[config.mk]
export PLATFORM = sky130hd
export DESIGN_NAME = spi_port
export DESIGN_NICKNAME = d
export VERILOG_FILES = /design/src/rtl/spi_port_pkg.sv /design/src/rtl/spi_port_sync.sv /design/src/rtl/spi_port_clkgen.sv /design/src/rtl/spi_port_shifter.sv /design/src/rtl/spi_port.sv
export SDC_FILE = /design/constraint.sdc
export NUM_CORES = 1
export LEC_CHECK = 0
export BUFFER_PORTS_ARGS = -buffer_cell sky130_fd_sc_hd__clkbuf_2
export CORE_ASPECT_RATIO = 0.8
export CORE_MARGIN = 3
export CORE_UTILIZATION = 50
export CTS_CLUSTER_SIZE = 12
export DETAILED_ROUTE_END_ITERATION = 10
export PLACE_DENSITY = 0.72
export SLEW_MARGIN = 20
export SYNTH_ARGS = -nofsm -noshare
export SYNTH_HDL_FRONTEND = slang
export SYNTH_SLANG_ARGS = --single-unit
[constraint.sdc]
create_clock -name clk -period 3.6 [get_ports clk]
set_input_delay 0.72 -clock clk [delete_from_list [all_inputs] [get_ports clk]]
set_output_delay 0.72 -clock clk [all_outputs]
set_load 0.01 [all_outputs]
[src/rtl/spi_port_pkg.sv]
package spi_port_pkg;

  typedef enum logic [2:0] {
    SRC_DIV4,
    SRC_DIV8,
    SRC_DIV16,
    SRC_DIV64,
    SRC_TMR
  } clk_src_e;

  typedef enum logic [1:0] {
    ROLE_OFF,
    ROLE_MASTER,
    ROLE_SLAVE
  } role_e;

  // Layout of the control register, bit 7 down to bit 0.
  typedef struct packed {
    logic       samp_late;
    logic       lead_launch_n;
    logic       idle_hi;
    logic [3:0] mode;
    logic       enable;
  } ctrl_t;

  typedef struct packed {
    role_e    role;
    clk_src_e src;
    logic     ss_used;
  } mode_dec_t;

  function automatic mode_dec_t decode_mode(input logic [3:0] m);
    mode_dec_t d;
    case (m)
      4'b0000: d = '{ROLE_MASTER, SRC_DIV4,  1'b0};
      4'b1010: d = '{ROLE_MASTER, SRC_DIV8,  1'b0};
      4'b0001: d = '{ROLE_MASTER, SRC_DIV16, 1'b0};
      4'b0010: d = '{ROLE_MASTER, SRC_DIV64, 1'b0};
      4'b0011: d = '{ROLE_MASTER, SRC_TMR,   1'b0};
      4'b0100: d = '{ROLE_SLAVE,  SRC_DIV4,  1'b1};
      4'b0101: d = '{ROLE_SLAVE,  SRC_DIV4,  1'b0};
      default: d = '{ROLE_OFF,    SRC_DIV4,  1'b0};
    endcase
    return d;
  endfunction

endpackage

[src/rtl/spi_port_sync.sv]
module spi_port_sync #(
  parameter int              W       = 1,
  parameter logic [W-1:0]    RST_VAL = '0
) (
  input  logic         clk,
  input  logic         rst_n,
  input  logic [W-1:0] d,
  output logic [W-1:0] q
);

  logic [W-1:0] meta_q;
  logic [W-1:0] sync_q;

  always_ff @(posedge clk or negedge rst_n) begin
    if (!rst_n) begin
      meta_q <= RST_VAL;
      sync_q <= RST_VAL;
    end else begin
      meta_q <= d;
      sync_q <= meta_q;
    end
  end

  assign q = sync_q;

endmodule

[src/rtl/spi_port_clkgen.sv]
module spi_port_clkgen
  import spi_port_pkg::*;
#(
  parameter int HALF_MAX = 32
) (
  input  logic     clk,
  input  logic     rst_n,
  input  logic     run,
  input  clk_src_e src,
  input  logic     tmr_tick,
  output logic     half_tick
);

  localparam int CW = $clog2(HALF_MAX);

  logic [CW-1:0] cnt_q, cnt_d, limit;
  logic          tsel_q, tsel_d;

  always_comb begin
    case (src)
      SRC_DIV8:  limit = CW'(HALF_MAX / 8 - 1);
      SRC_DIV16: limit = CW'(HALF_MAX / 4 - 1);
      SRC_DIV64: limit = CW'(HALF_MAX - 1);
      default:   limit = CW'(HALF_MAX / 16 - 1);
    endcase
  end

  always_comb begin
    cnt_d     = cnt_q;
    tsel_d    = tsel_q;
    half_tick = 1'b0;
    if (!run) begin
      cnt_d  = '0;
      tsel_d = 1'b0;
    end else if (src == SRC_TMR) begin
      if (tmr_tick) begin
        tsel_d    = ~tsel_q;
        half_tick = tsel_q;
      end
    end else if (cnt_q == limit) begin
      cnt_d     = '0;
      half_tick = 1'b1;
    end else begin
      cnt_d = cnt_q + CW'(1);
    end
  end

  always_ff @(posedge clk or negedge rst_n) begin
    if (!rst_n) begin
      cnt_q  <= '0;
      tsel_q <= 1'b0;
    end else begin
      cnt_q  <= cnt_d;
      tsel_q <= tsel_d;
    end
  end

endmodule

[src/rtl/spi_port_shifter.sv]
module spi_port_shifter #(
  parameter int DW = 8
) (
  input  logic          clk,
  input  logic          rst_n,
  input  logic          load,
  input  logic          start,
  input  logic [DW-1:0] load_data,
  input  logic          abort,
  input  logic          step,
  input  logic          master,
  input  logic          cke,
  input  logic          late,
  input  logic          sdi,
  output logic [DW-1:0] rx_data,
  output logic          done,
  output logic          busy,
  output logic          toggle,
  output logic          dout
);

  localparam int NEV = 2 * DW;
  localparam int CW  = $clog2(NEV + 1);

  logic [CW-1:0] cnt_q, cnt_d;
  logic [DW-1:0] sr_q, sr_d;
  logic          run_q, run_d;
  logic          dout_q, dout_d;
  logic          do_samp, do_out;

  always_comb begin
    int ev, so, oo, last;
    ev   = int'(cnt_q);
    so   = (cke ? 0 : 1) + (late ? 1 : 0);
    oo   = cke ? 1 : 0;
    last = master ? NEV : NEV - 1;

    do_samp = step && (ev >= so) && (((ev - so) % 2) == 0) && ((ev - so) <= NEV - 2);
    do_out  = step && (ev >= oo) && (((ev - oo) % 2) == 0) && (ev <= NEV - 2);
    done    = step && (ev == last);
    toggle  = step && master && (ev <= NEV - 1);

    sr_d = sr_q;
    if (load)         sr_d = load_data;
    else if (do_samp) sr_d = {sr_q[DW-2:0], sdi};

    dout_d = dout_q;
    if (load)        dout_d = load_data[DW-1];
    else if (do_out) dout_d = do_samp ? sr_q[DW-2] : sr_q[DW-1];

    cnt_d = cnt_q;
    if (abort || done || start) cnt_d = '0;
    else if (step)              cnt_d = cnt_q + CW'(1);

    run_d = run_q;
    if (abort || done) run_d = 1'b0;
    else if (start)    run_d = 1'b1;
  end

  always_ff @(posedge clk or negedge rst_n) begin
    if (!rst_n) begin
      cnt_q  <= '0;
      sr_q   <= '0;
      run_q  <= 1'b0;
      dout_q <= 1'b0;
    end else begin
      cnt_q  <= cnt_d;
      sr_q   <= sr_d;
      run_q  <= run_d;
      dout_q <= dout_d;
    end
  end

  assign rx_data = sr_d;
  assign busy    = run_q || (cnt_q != '0);
  assign dout    = dout_q;

endmodule

[src/rtl/spi_port.sv]
module spi_port
  import spi_port_pkg::*;
#(
  parameter int HALF_MAX = 32
) (
  input  logic       clk,
  input  logic       rst_n,
  input  logic       bus_wr,
  input  logic       bus_rd,
  input  logic [1:0] bus_addr,
  input  logic [7:0] bus_wdata,
  output logic [7:0] bus_rdata,
  input  logic       tmr_tick,
  input  logic       sck_in,
  output logic       sck_out,
  output logic       sck_oe,
  input  logic       sdi,
  output logic       sdo,
  output logic       sdo_oe,
  input  logic       ss_n
);

  localparam int DW = 8;

  ctrl_t         ctrl_q, ctrl_d;
  logic [DW-1:0] buf_q, buf_d;
  logic          bf_q, bf_d, wcol_q, wcol_d, ov_q, ov_d;
  logic          sck_q, sck_d, sck_prev_q;
  mode_dec_t     dec;
  logic          is_master, is_slave, ss_block, ss_mode;
  logic          s_ss, s_sck, s_sdi;
  logic          half_tick, step, abort;
  logic          wr_buf, rd_buf, load, start;
  logic          busy, done, toggle, dout;
  logic [DW-1:0] rx_data;

  assign dec       = decode_mode(ctrl_q.mode);
  assign is_master = ctrl_q.enable && (dec.role == ROLE_MASTER);
  assign is_slave  = ctrl_q.enable && (dec.role == ROLE_SLAVE);
  assign ss_mode   = is_slave && dec.ss_used;

  spi_port_sync #(.W(3), .RST_VAL(3'b100)) u_sync (
    .clk   (clk),
    .rst_n (rst_n),
    .d     ({ss_n, sck_in, sdi}),
    .q     ({s_ss, s_sck, s_sdi})
  );

  spi_port_clkgen #(.HALF_MAX(HALF_MAX)) u_clkgen (
    .clk       (clk),
    .rst_n     (rst_n),
    .run       (is_master && busy),
    .src       (dec.src),
    .tmr_tick  (tmr_tick),
    .half_tick (half_tick)
  );

  assign ss_block = ss_mode && s_ss;
  assign step     = is_master ? half_tick
                              : (is_slave && !ss_block && (s_sck != sck_prev_q));
  assign abort    = !(is_master || is_slave) || ss_block;

  assign wr_buf = bus_wr && (bus_addr == 2'd0);
  assign rd_buf = bus_rd && (bus_addr == 2'd0);
  assign load   = wr_buf && !busy;
  assign start  = load && is_master;

  spi_port_shifter #(.DW(DW)) u_shifter (
    .clk       (clk),
    .rst_n     (rst_n),
    .load      (load),
    .start     (start),
    .load_data (bus_wdata),
    .abort     (abort),
    .step      (step),
    .master    (is_master),
    .cke       (ctrl_q.lead_launch_n),
    .late      (is_master && ctrl_q.samp_late),
    .sdi       (is_master ? sdi : s_sdi),
    .rx_data   (rx_data),
    .done      (done),
    .busy      (busy),
    .toggle    (toggle),
    .dout      (dout)
  );

  always_comb begin
    ctrl_d = ctrl_q;
    buf_d  = buf_q;
    bf_d   = bf_q;
    wcol_d = wcol_q;
    ov_d   = ov_q;
    if (bus_wr && (bus_addr == 2'd1)) ctrl_d = ctrl_t'(bus_wdata);
    if (bus_wr && (bus_addr == 2'd2)) begin
      wcol_d = 1'b0;
      ov_d   = 1'b0;
    end
    if (wr_buf && busy) wcol_d = 1'b1;
    if (rd_buf) bf_d = 1'b0;
    if (done) begin
      if (bf_q && !rd_buf) begin
        ov_d = 1'b1;
      end else begin
        buf_d = rx_data;
        bf_d  = 1'b1;
      end
    end
    if (is_master && busy) sck_d = toggle ? ~sck_q : sck_q;
    else                   sck_d = ctrl_q.idle_hi;
  end

  always_ff @(posedge clk or negedge rst_n) begin
    if (!rst_n) begin
      ctrl_q     <= '0;
      buf_q      <= '0;
      bf_q       <= 1'b0;
      wcol_q     <= 1'b0;
      ov_q       <= 1'b0;
      sck_q      <= 1'b0;
      sck_prev_q <= 1'b0;
    end else begin
      ctrl_q     <= ctrl_d;
      buf_q      <= buf_d;
      bf_q       <= bf_d;
      wcol_q     <= wcol_d;
      ov_q       <= ov_d;
      sck_q      <= sck_d;
      sck_prev_q <= s_sck;
    end
  end

  always_comb begin
    case (bus_addr)
      2'd0:    bus_rdata = buf_q;
      2'd1:    bus_rdata = ctrl_q;
      2'd2:    bus_rdata = {5'b0, ov_q, wcol_q, bf_q};
      default: bus_rdata = 8'h00;
    endcase
  end

  assign sck_out = sck_q;
  assign sck_oe  = is_master;
  assign sdo     = dout;
  assign sdo_oe  = is_master || (is_slave && !ss_block);

endmodule

==> flow_summary.toml <==
[worst_setup_path]
rr_worst_depth = 16
critPathLaunch = "ctrl_q[1]"
end_kind = "flop"
critical_path.endpoint = "u_shifter.dout"
required_ns = 3.83
cp.arrival_ns = 3.54
start_kind = "flop"
slowest_stage = "dfrtp_1"
path_class = "flop to flop"
r2r_end = "u_shifter.dout"
critPathMostFrequentCell = "ha_1"
critPathMaxFanout = 12
r2r-start = "ctrl_q[1]"
max_stage_delay_ns = 0.38
rrSetupSlack_ns = 0.29
worstPathCellList = "nand2b_4 -> a211o_4 -> clkinv_1 -> and2_1 -> ha_1 -> ha_1 -> inv_1 -> fa_1 -> nor3_2 -> ha_1 -> or2_2 -> a21oi_1 -> o21a_2 -> nand2_1 -> a31o_2 -> mux2i_1"

[sta]
finalWorstSetupSlack_ns = 0.291
setup-violations-final = 0
finalCritPeriodShare = 0.919
hold_viol = 0
setup_tns_ns = 0
max_freq_ghz = 0.302
slew_viol_final = 0
tightest_slew_ns = 0.859
hold_ws_ns = 0.359
slew_headroom = 0.413
period_minus_slack_ns = 3.31
worst_clock_skew_ns = 0.00562
grt_setup_unrepaired = "false"

[placed_design]
numPortBuffers = 29
gp_congestion = 0.875
place_hpwl_um = 4570
dp_slack_ns = 0.162

[final_layout]
final_common_cell = "dfrtp_1"
synthToLayoutAreaGrowth_pct = 11.6
layout_common_cells = "dfrtp_1, nand2_1, clkbuf_2"
drive_above_1_share = 0.230
nets = 343
diodes = 0
fill_cells = 466

[grt]
grt_use_met2 = 0.316
busiest_layer = "met1"
grt_usage = 0.215
grt_use_met3 = 0.0474
grt_antenna_before_repair = 0
grt_overflow_total = 0
grtUsageMet1 = 0.316
grt_pass1_wl_um = 10700
grt_max_degree = 33
grt_pass1_vias = 2146

[clock_network]
clk_path_buf_depth = 2
clkSlewWorstSetupHoldPaths_ns = 0.08
cts_resized = 0
cts_buffers = 5
cts_root_buf = "clkbuf_8"
cts_sinks = 48
holdBufCountCts = 0
cts_tree = "done"
h-tree-depth = 2
clkLatencyLatePin_ns = 0.30
cts_setup_buffers = 0

[floorplan]
dieArea_mm2 = 0.00653
rows = 23
io_pins = 30
initial_utilization = 0.537
die_h_um = 72.9
dieWidth_um = 89.6
core_area_mm2 = 0.00521

[outcome]
outcome = "complete, no violations"

[logic_synthesis]
synthAdderAreaFrac = 0.0564
synth_cells = 282
ys.warnings.count = 0
ys_ff_latch = 48
synth_top_family_by_area = "simple AND/OR/NAND/NOR gates"
synthArstFlopShare = 1.00
synth_ff_type = "dfrtp_1"
synth-edff-count = 0
synthXorXnorAreaFrac = 0.0251
synth-simple-area-share = 0.171
synth_cell_types = 61
synth_compound_area_frac = 0.154
syn_nets = 312
syn_area_mm2 = 0.00280
synthMuxAreaShare = 0.115
synth_area_per_cell_um2 = 9.91
ys_seq_area_frac = 0.431

[detailed_routing]
drtPass1Iterations = 4
totalWireLength_um = 6220
drt_iter0_drc = 118
drcViolationCount = 0
routed_via_density = 5.58
antenna_left = 0
wl_per_cell_um = 16.0
num_vias = 2166

[power_and_ir_drop]
powerDensity_mw_per_mm2 = 434
p_leak_nw = 1.42
vdd_drop_max_uv = 221

[run]
drv_cap = 0

[min_path]
hold_path_class = "flop to flop"
worstHoldPathCells = 0
per-stage QoR:
step           cells  utilization  power, mW  cell area (um2)
3_3_place_gp     381        0.579       1.00             3020
6_report         388        0.599       1.35             3120
5_1_grt          388        0.599       1.45             3120
3_5_place_dp     381        0.579       1.01             3020
4_1_cts          388        0.598       1.36             3110
2_1_floorplan    282            -      0.899             2800
critical path: cells and delay by family, from the launching register on:
family,cells,cell delay (ns)
AOI/OAI and AO/OA,4,1.10
adders and majority gates,4,0.79
and+or+nand+nor,5,0.71
DFF,1,0.38
buffers and inverters,2,0.13
muxes,1,0.12
worst min path at each step:
stage                          start     endpoint
detailed placement  u_sync.meta_q[1]  u_sync.q[1]
global route        u_sync.meta_q[2]  u_sync.q[2]
finish              u_sync.meta_q[1]  u_sync.q[1]
floorplan           u_sync.meta_q[0]  u_sync.q[0]
CTS                 u_sync.meta_q[1]  u_sync.q[1]
global placement    u_sync.meta_q[1]  u_sync.q[1]
cell usage after synthesis (2+ instances only):
| library cell | instances | area (um2) |
|---|---|---|
| o21a_1 | 6 | 45.0 |
| nor4_1 | 2 | 12.5 |
| ha_1 | 11 | 138 |
| buf_2 | 4 | 20.0 |
| mux2_2 | 9 | 101 |
| nand2b_1 | 2 | 12.5 |
| inv_1 | 12 | 45.0 |
| nand2_1 | 31 | 116 |
| dfrtp_1 | 46 | 1150 |
| nor2_1 | 24 | 90.1 |
| nor2b_1 | 2 | 12.5 |
| xor2_1 | 5 | 43.8 |
| buf_4 | 3 | 22.5 |
| clkbuf_1 | 4 | 15.0 |
| buf_6 | 2 | 22.5 |
| nand3b_1 | 2 | 15.0 |
| mux2i_1 | 16 | 160 |
| xnor2_1 | 3 | 26.3 |
| dfstp_2 | 2 | 52.6 |
| and2_1 | 2 | 12.5 |
| mux2_4 | 4 | 60.1 |
| and3_1 | 4 | 25.0 |
| a31oi_1 | 6 | 37.5 |
| nor3_1 | 3 | 15.0 |
| o21ai_0 | 16 | 80.1 |
| or4_1 | 3 | 22.5 |
| o22ai_1 | 2 | 12.5 |
| a21oi_1 | 17 | 85.1 |
| nand3_1 | 7 | 35.0 |
cell type report:
type / count / area [um2] / area share
repair buffers: 38 / 213 / 0.0682
inverters: 13 / 48.8 / 0.0156
clock buffers: 7 / 96.3 / 0.0309
flip-flops and latches: 48 / 1200 / 0.386
well taps: 75 / 93.8 / 0.0301
multi-input cells: 207 / 1470 / 0.470
routing by layer:
layer / part of all wire / routed length (um)
met5: 0 / 0
met1: 0.48 / 2990
met3: 0.053 / 332
met2: 0.45 / 2800
met4: 0.015 / 95
cell families after synthesis:
group | count (synthesis)
flip-flops | 48
XOR/XNOR | 8
buffers and inverters | 27
AND/OR/NAND/NOR | 94
adder cells (fa/ha/maj) | 12
multiplexers | 29
AO/OA/AOI/OAI | 64
report_power, final:
group,internal (mW),switching (mW)
Combinational,0.161,0.216
Sequential,0.590,0.0401
Clock,0.171,0.176
Total,0.922,0.432
flip-flops by register name (all words and copies together), names as in the netlist, 3 cells and up:
signal and cells:
ctrl_q 8, u_shifter.sr_q 8, u_clkgen.cnt_q 5, u_shifter.cnt_q 5
u_sync.q 3, u_sync.meta_q 3, buf_q 8
(Power assumes the default switching activity.)
